$ cat config.mk
export PLATFORM = sky130hd
export DESIGN_NAME = excl_monitor
export DESIGN_NICKNAME = d
export VERILOG_FILES = /design/src/rtl/excl_monitor_pkg.sv /design/src/rtl/excl_granule_cmp.sv /design/src/rtl/excl_clear_ctl.sv /design/src/rtl/excl_monitor.sv
export SDC_FILE = /design/constraint.sdc
export NUM_CORES = 1
export LEC_CHECK = 0
export BUFFER_PORTS_ARGS = -buffer_cell sky130_fd_sc_hd__clkbuf_2
export CORE_ASPECT_RATIO = 0.6
export CORE_MARGIN = 3
export CORE_UTILIZATION = 40
export CTS_CLUSTER_DIAMETER = 120
export DETAILED_ROUTE_END_ITERATION = 8
export HOLD_SLACK_MARGIN = 0.06
export PLACE_DENSITY = 0.88
export RECOVER_POWER = 50
export SLEW_MARGIN = 0
export SYNTH_ARGS = -nofsm -noshare
export SYNTH_HDL_FRONTEND = slang
export SYNTH_SLANG_ARGS = --single-unit
$ cat constraint.sdc
create_clock -name clk -period 1.9 [get_ports clk]
set_clock_uncertainty 0.2 [all_clocks]
set_input_delay 0.285 -clock clk [delete_from_list [all_inputs] [get_ports clk]]
set_output_delay 0.285 -clock clk [all_outputs]
set_load 0.05 [all_outputs]
$ cat src/rtl/excl_monitor_pkg.sv
package excl_monitor_pkg;
    localparam logic STX_PASS = 1'b0;
    localparam logic STX_FAIL = 1'b1;
    localparam int unsigned DEF_ADDR_W    = 40;
    localparam int unsigned DEF_GRAN_LOG2 = 3;
endpackage

$ cat src/rtl/excl_granule_cmp.sv
module excl_granule_cmp #(
    parameter int unsigned ADDR_W    = 40,
    parameter int unsigned GRAN_LOG2 = 3,
    localparam int unsigned TAG_W    = ADDR_W - GRAN_LOG2
) (
    input  logic [ADDR_W-1:0] addr,
    input  logic [TAG_W-1:0]  tag,
    output logic              hit
);
    always_comb begin
        hit = (addr[ADDR_W-1:GRAN_LOG2] == tag);
    end
endmodule

$ cat src/rtl/excl_clear_ctl.sv
module excl_clear_ctl (
    input  logic irq_taken,
    input  logic exc_return,
    input  logic clr_req,
    input  logic snoop_valid,
    input  logic snoop_hit,
    input  logic stx_valid,
    output logic evt_break,
    output logic disarm
);
    always_comb begin
        evt_break = irq_taken | exc_return | clr_req | (snoop_valid & snoop_hit);
        disarm    = evt_break | stx_valid;
    end
endmodule

$ cat src/rtl/excl_monitor.sv
module excl_monitor
    import excl_monitor_pkg::*;
#(
    parameter int unsigned ADDR_W    = DEF_ADDR_W,
    parameter int unsigned GRAN_LOG2 = DEF_GRAN_LOG2
) (
    input  logic              clk,
    input  logic              rst_n,
    input  logic              ldx_valid,
    input  logic [ADDR_W-1:0] ldx_addr,
    input  logic              stx_valid,
    input  logic [ADDR_W-1:0] stx_addr,
    input  logic              st_valid,
    input  logic [ADDR_W-1:0] st_addr,
    input  logic              irq_taken,
    input  logic              exc_return,
    input  logic              clr_req,
    input  logic              snoop_valid,
    input  logic [ADDR_W-1:0] snoop_addr,
    output logic              mon_armed,
    output logic              stx_rsp_valid,
    output logic              stx_status,
    output logic              stx_wr_en
);
    localparam int unsigned TAG_W = ADDR_W - GRAN_LOG2;

    typedef struct packed {
        logic             armed;
        logic [TAG_W-1:0] tag;
        logic             rsp_valid;
        logic             rsp_status;
        logic             wr_en;
    } mon_state_t;

    mon_state_t st_d, st_q;
    logic stx_hit, snoop_hit, evt_break, disarm, stx_ok;

    // Local stores never disturb the reservation; only snooped writes do.
    logic unused_local;
    assign unused_local = st_valid ^ (^st_addr);

    excl_granule_cmp #(.ADDR_W(ADDR_W), .GRAN_LOG2(GRAN_LOG2)) u_stx_cmp (
        .addr (stx_addr),
        .tag  (st_q.tag),
        .hit  (stx_hit)
    );

    excl_granule_cmp #(.ADDR_W(ADDR_W), .GRAN_LOG2(GRAN_LOG2)) u_snoop_cmp (
        .addr (snoop_addr),
        .tag  (st_q.tag),
        .hit  (snoop_hit)
    );

    excl_clear_ctl u_clear (
        .irq_taken   (irq_taken),
        .exc_return  (exc_return),
        .clr_req     (clr_req),
        .snoop_valid (snoop_valid),
        .snoop_hit   (snoop_hit),
        .stx_valid   (stx_valid),
        .evt_break   (evt_break),
        .disarm      (disarm)
    );

    always_comb begin
        st_d   = st_q;
        stx_ok = st_q.armed & stx_hit & ~evt_break;

        st_d.rsp_valid  = stx_valid;
        st_d.rsp_status = stx_valid & ~stx_ok ? STX_FAIL : STX_PASS;
        st_d.wr_en      = stx_valid & stx_ok;

        if (ldx_valid) begin
            st_d.armed = 1'b1;
            st_d.tag   = ldx_addr[ADDR_W-1:GRAN_LOG2];
        end else if (disarm) begin
            st_d.armed = 1'b0;
        end
    end

    always_ff @(posedge clk) begin
        if (!rst_n) begin
            st_q <= '0;
        end else begin
            st_q <= st_d;
        end
    end

    assign mon_armed     = st_q.armed;
    assign stx_rsp_valid = st_q.rsp_valid;
    assign stx_status    = st_q.rsp_status;
    assign stx_wr_en     = st_q.wr_en;

    p_ldx_arms_r2: assert property (@(posedge clk) disable iff (!rst_n)
        ldx_valid |=> mon_armed);

    p_pass_needs_armed_r3: assert property (@(posedge clk) disable iff (!rst_n)
        (stx_rsp_valid && stx_status == STX_PASS) |-> $past(st_q.armed));

    p_unarmed_fails_r4: assert property (@(posedge clk) disable iff (!rst_n)
        (stx_valid && !st_q.armed) |=> (stx_rsp_valid && stx_status == STX_FAIL && !stx_wr_en));

    p_stx_disarms_r5: assert property (@(posedge clk) disable iff (!rst_n)
        (stx_valid && !ldx_valid) |=> !mon_armed);

    p_event_disarms_r6: assert property (@(posedge clk) disable iff (!rst_n)
        ((irq_taken || exc_return || clr_req) && !ldx_valid) |=> !mon_armed);

    p_event_fails_stx_r6: assert property (@(posedge clk) disable iff (!rst_n)
        (stx_valid && (irq_taken || exc_return || clr_req)) |=> !stx_wr_en);

    p_local_store_keeps_r8: assert property (@(posedge clk) disable iff (!rst_n)
        (mon_armed && st_valid && !stx_valid && !irq_taken && !exc_return
         && !clr_req && !snoop_valid) |=> mon_armed);

    p_rsp_pulse_r3: assert property (@(posedge clk) disable iff (!rst_n)
        !stx_valid |=> !stx_rsp_valid);
endmodule

---- Yosys cells after proc, flatten, opt, wreduce, memory -nomap -nowiden ----
Cells that the tools add are included.
operators by class
  bitwise operators ....................... 11
  reductions and logical operators ........ 1
  equal/unequal tests ..................... 2
  muxes and demuxes ....................... 3
operators by type and width
  operator              number
  equality test 37 bit  2
  AND 1 bit             5
  OR 1 bit              4
  2-to-1 mux 1 bit      3
  NOT 1 bit             2
  nonzero test 2 bit    1
storage, ports and cells
  flip-flop bits (word level) ............. 41
  output and inout port bits .............. 4
  word-level logic and storage cells ...... 22

---- Depth between registers and ports, before layout ----
  word-level depth ........................ 8
  depth in mapped cells ................... 5
  depth with buffers taken out ............ 5

---- Cells and area by module ----
Synthesis repeated with hierarchy kept, for this count alone.
second synthesis, totals
  cell total of the unflattened synthesis .. 232
  area, all modules ....................... 2358.5 sq um
modules (own cells, without submodules)
  module            seq. area each (sq um)  cells each  area an instance (sq um)  instances
  excl_monitor      820.8                   130         1527.7                    1
  excl_granule_cmp  0.0                     50          406.6                     2
  excl_clear_ctl    0.0                     2           17.5                      1

---- Worst setup path after synthesis ----
Ideal clock, no wire load.
  kind .................................... flip-flop to flip-flop
  from .................................... register st_q[13] (netlist bit)
  to ...................................... register st_q (netlist bit stx_wr_en)
  arrival ................................. 1369 ps
  stages on the path, launching flop included .. 6
  clock period less this slack ............ 1685 ps
  data required time ...................... 1584 ps
  path buffers ............................ 0
  slack ................................... 215 ps
  cells stage by stage .................... dfxtp_1 > xor2_1 > nor4_1 > nand4_1 > or3_1 > and4_1
on the way
  longest elaborated chain between the ends .. 6
  elaborated cells between the ends (all ways) .. 8
  classes of those cells .................. eq/ne: 2; bitwise: 6
RTL lines
  what                      RTL line                text
  start: declaration        excl_monitor.sv:35      mon_state_t st_d, st_q;
  start signal: assignment  excl_monitor.sv:85      st_q <= st_d;
  equality test 37 bit      excl_granule_cmp.sv:11  hit = (addr[ADDR_W-1:GRAN_LOG2] == tag);
  AND 1 bit                 excl_clear_ctl.sv:12    evt_break = irq_taken | exc_return | clr_req | (snoop_valid & snoop_hit);
  OR 1 bit                  excl_clear_ctl.sv:12
  NOT 1 bit                 excl_monitor.sv:67      stx_ok = st_q.armed & stx_hit & ~evt_break;
  AND 1 bit *               excl_monitor.sv:67
  AND 1 bit *               excl_monitor.sv:71      st_d.wr_en = stx_valid & stx_ok;
Every way passes the cells marked *; elsewhere a longest branch is shown, timed or not.
A chain may end at the register's enable or synchronous reset.

---- Final worst setup path ----
  from .................................... register st_q[23] (netlist bit)
  to ...................................... register st_q (netlist bit stx_wr_en)
The elaborated chain is that of the path after synthesis.

==> impl_metrics.tcl <==
set metrics [dict create \
    wl_met1_um 3262 \
    gp_congestion 0.7708 \
    htree_levels 2 \
    report.final.setup_viol 1 \
    die_y_um 63.80 \
    outcome "complete, but fails checks" \
    multi_input_area_um2 1518 \
    clockBufferDepth 2 \
    pwr_density_cell_nw_per_um2 588.9 \
    first_iter_violations 37 \
    ir_drop_uv 355.9 \
    cts_buffers 5 \
    yosys_warnings 0 \
    drt-vias-per-instance 4.806 \
    cp.arrival_ps 1900 \
    drive_above_1_share_pct 42.54 \
    postLayoutCoreUtil_pct 70.24 \
    vias 2283 \
    rsz0062_at_grt "true" \
    totalWireLength_um 7604 \
    synth.ff_latch_count 41 \
    grt_pass1_vias 2515 \
    grt_pass1_wl_um 11450 \
    dp_hpwl_um 5425 \
    n_antenna_cell 0 \
    wire_per_inst_um 16.01 \
    fin_crit_sh_pct 101.4 \
    path_class "flip-flop to flip-flop" \
    final_nets 577 \
    initial_core_util_pct 42.79 \
    cp-start-kind "flip-flop" \
    min_period_ps 1926 \
    worstMarginPinSlew_ps 1297 \
    design.core.area_um2 5205 \
    cp_max_fo 3 \
    wl_met2_um 3809 \
    track_usage_pct 23.28 \
    route.detailed.drc 0 \
    layout_setup_ws_ps -25.84 \
    hp-class "input pin to flip-flop" \
    dr.max_layer_used "met4" \
    synth-async-reset-ratio_pct 0 \
    regArea_um2 837.1 \
    portBuffers 122 \
    slew_headroom_pct 13.52 \
    fp.dieW_um 102.3 \
    violations "setup timing" \
    hold_viol 0 \
    ys_seq_area_share_pct 36.85 \
    die_area_um2 6529 \
    grt_max_degree 39 \
    ant_nets 0 \
    io_pins 173 \
    met3WireLength_um 484 \
    synth_edf_count 0 \
    gr-total-overflow 0 \
    synth_fp_nets 402 \
    drtPass1Iterations 4 \
    slew_viol_final 0 \
    clock-sinks 41 \
    cts.clk_slew.worst_paths_ps 80 \
    required_ps 1880 \
    p_leak_nw 1.907 \
    fin_hold_ws_ps 50.29 \
    rows 20 \
    fillers 404 \
    finalNonFillerCells 475 \
    clkLatencyLatePin_ps 280 \
    syn_area_um2 2227 \
    dp_cells 431 \
    synth_ff_type "dfxtp_1" \
    end_kind "flip-flop" \
    synth.distinct_cells 20 \
    max_clock_freq_mhz 519.3 \
    max-cap-violations 0 \
    cts_tree "yes" \
    area_growth_syn_to_layout_pct 64.16 \
    clockRootBuffer "clkbuf_8" \
    antenna_found_initial 0 \
    syn_inst 233 \
    synth.avg_cell_area_um2 9.559 \
]
[path summary, 6_finish.rpt]
kind,start,endpoint,slack (ps),cells past startpoint
setup reg to reg,st_q[23],stx_wr_en,-30,5
hold / removal,ldx_addr[29],st_q[29],50,3
setup / recovery,st_q[23],stx_wr_en,-30,5
hold reg to reg,st_q[28],st_q[28],340,2
[area by class of cell]
class / instances / share of cell area [%]
multi-input cells: 180 / 41.51
repair buffers: 176 / 30.15
flip-flops and latches: 41 / 22.90
clock buffers: 7 / 2.635
well taps: 66 / 2.259
inverters: 4 / 0.4107
clock inverters: 1 / 0.1369
[synth_stat cells (2+ instances only)]
cell type | n | share of area, %
mux2i_1 | 37 | 17
nor2_1 | 37 | 6.2
xnor2_1 | 3 | 1.2
dfxtp_1 | 41 | 37
clkbuf_1 | 3 | 0.51
nand3_1 | 2 | 0.45
xor2_1 | 71 | 28
buf_2 | 4 | 0.90
nor4_1 | 17 | 4.8
inv_1 | 4 | 0.67
nor3_1 | 2 | 0.45
nand4_1 | 4 | 1.1
[flip-flops by register name (all words and copies together), names as in the netlist]
register / flops
mon_armed: 1
st_q: 37
stx_rsp_valid: 1
stx_status: 1
stx_wr_en: 1
[cell families (layout without fill, tap and decap cells)]
logic type                Yosys count  in the layout  share of synthesized area, %
AOI/OAI and AO/OA                   3              3                        0.8989
muxes                              37             37                         16.63
xor gates and xnor gates           74             74                         29.10
and+or+nand+nor                    66             66                         14.27
buffers and inverters              12            188                         2.247
DFF                                41             41                         36.85
[per-layer routing]
layer	up-vias	GRT usage [%]
li1	1128	-
met1	1066	27.63
met2	85	41.83
met3	4	5.998
met4	0	5.565
met5	-	0
[through the flow]
| step | power, mW | setup TNS (ps) | area [um^2] | worst slack (ps) |
|---|---|---|---|---|
| after global placement | 1.414 | -717.9 | 3033 | -293.4 |
| after detailed placement | 1.429 | -686.1 | 3033 | -284.1 |
| after floorplan | 1.195 | 0 | 2227 | 215.1 |
| after CTS | 2.118 | 0 | 3530 | 5.591 |
| after global routing | 2.278 | -150.5 | 3656 | -102.0 |
| final | 2.153 | -25.84 | 3656 | -25.84 |
[cells in the final DEF (no fill, tap or decap), drive strengths merged]
cell type    synthesis  routed
nor2                37      37
o311ai               1       1
nand4                4       4
xor2                71      71
and4                 1       1
dlygate4sd3          0      34
nand3                2       2
a21oi                1       1
clkbuf               3     130
dfxtp               41      41
buf                  5      19
nor4                17      17
clkinv               0       1
nand2                1       1
nor3                 2       2
xnor2                3       3
or3                  1       1
mux2i               37      37
a31oi                1       1
nor4b                1       1
inv                  4       4
[timing repair]
item | in CTS | in global routing
hold endpoints to repair | 34 | 0
buffers inserted | 1 | 2
hold buffers | 34 | 0
gates resized for setup | 10 | 23
pin swaps | 3 | 14
endpoints found under the setup margin | 3 | 3
[power by group]
group	total [mW]	internal, mW	switching (mW)
Clock	0.626	0.329	0.297
Sequential	0.958	0.909	0.0497
Combinational	0.569	0.305	0.264
Total	2.15	1.54	0.611
[critical path, cell delays in order (launching register included)]
cell,delay [ps]
dfxtp_1,350
xor2_1,170
nor4_2,300
nand4_1,210
or3_1,370
and4_1,220
Note: power is estimated with default switching activity, not from simulation.
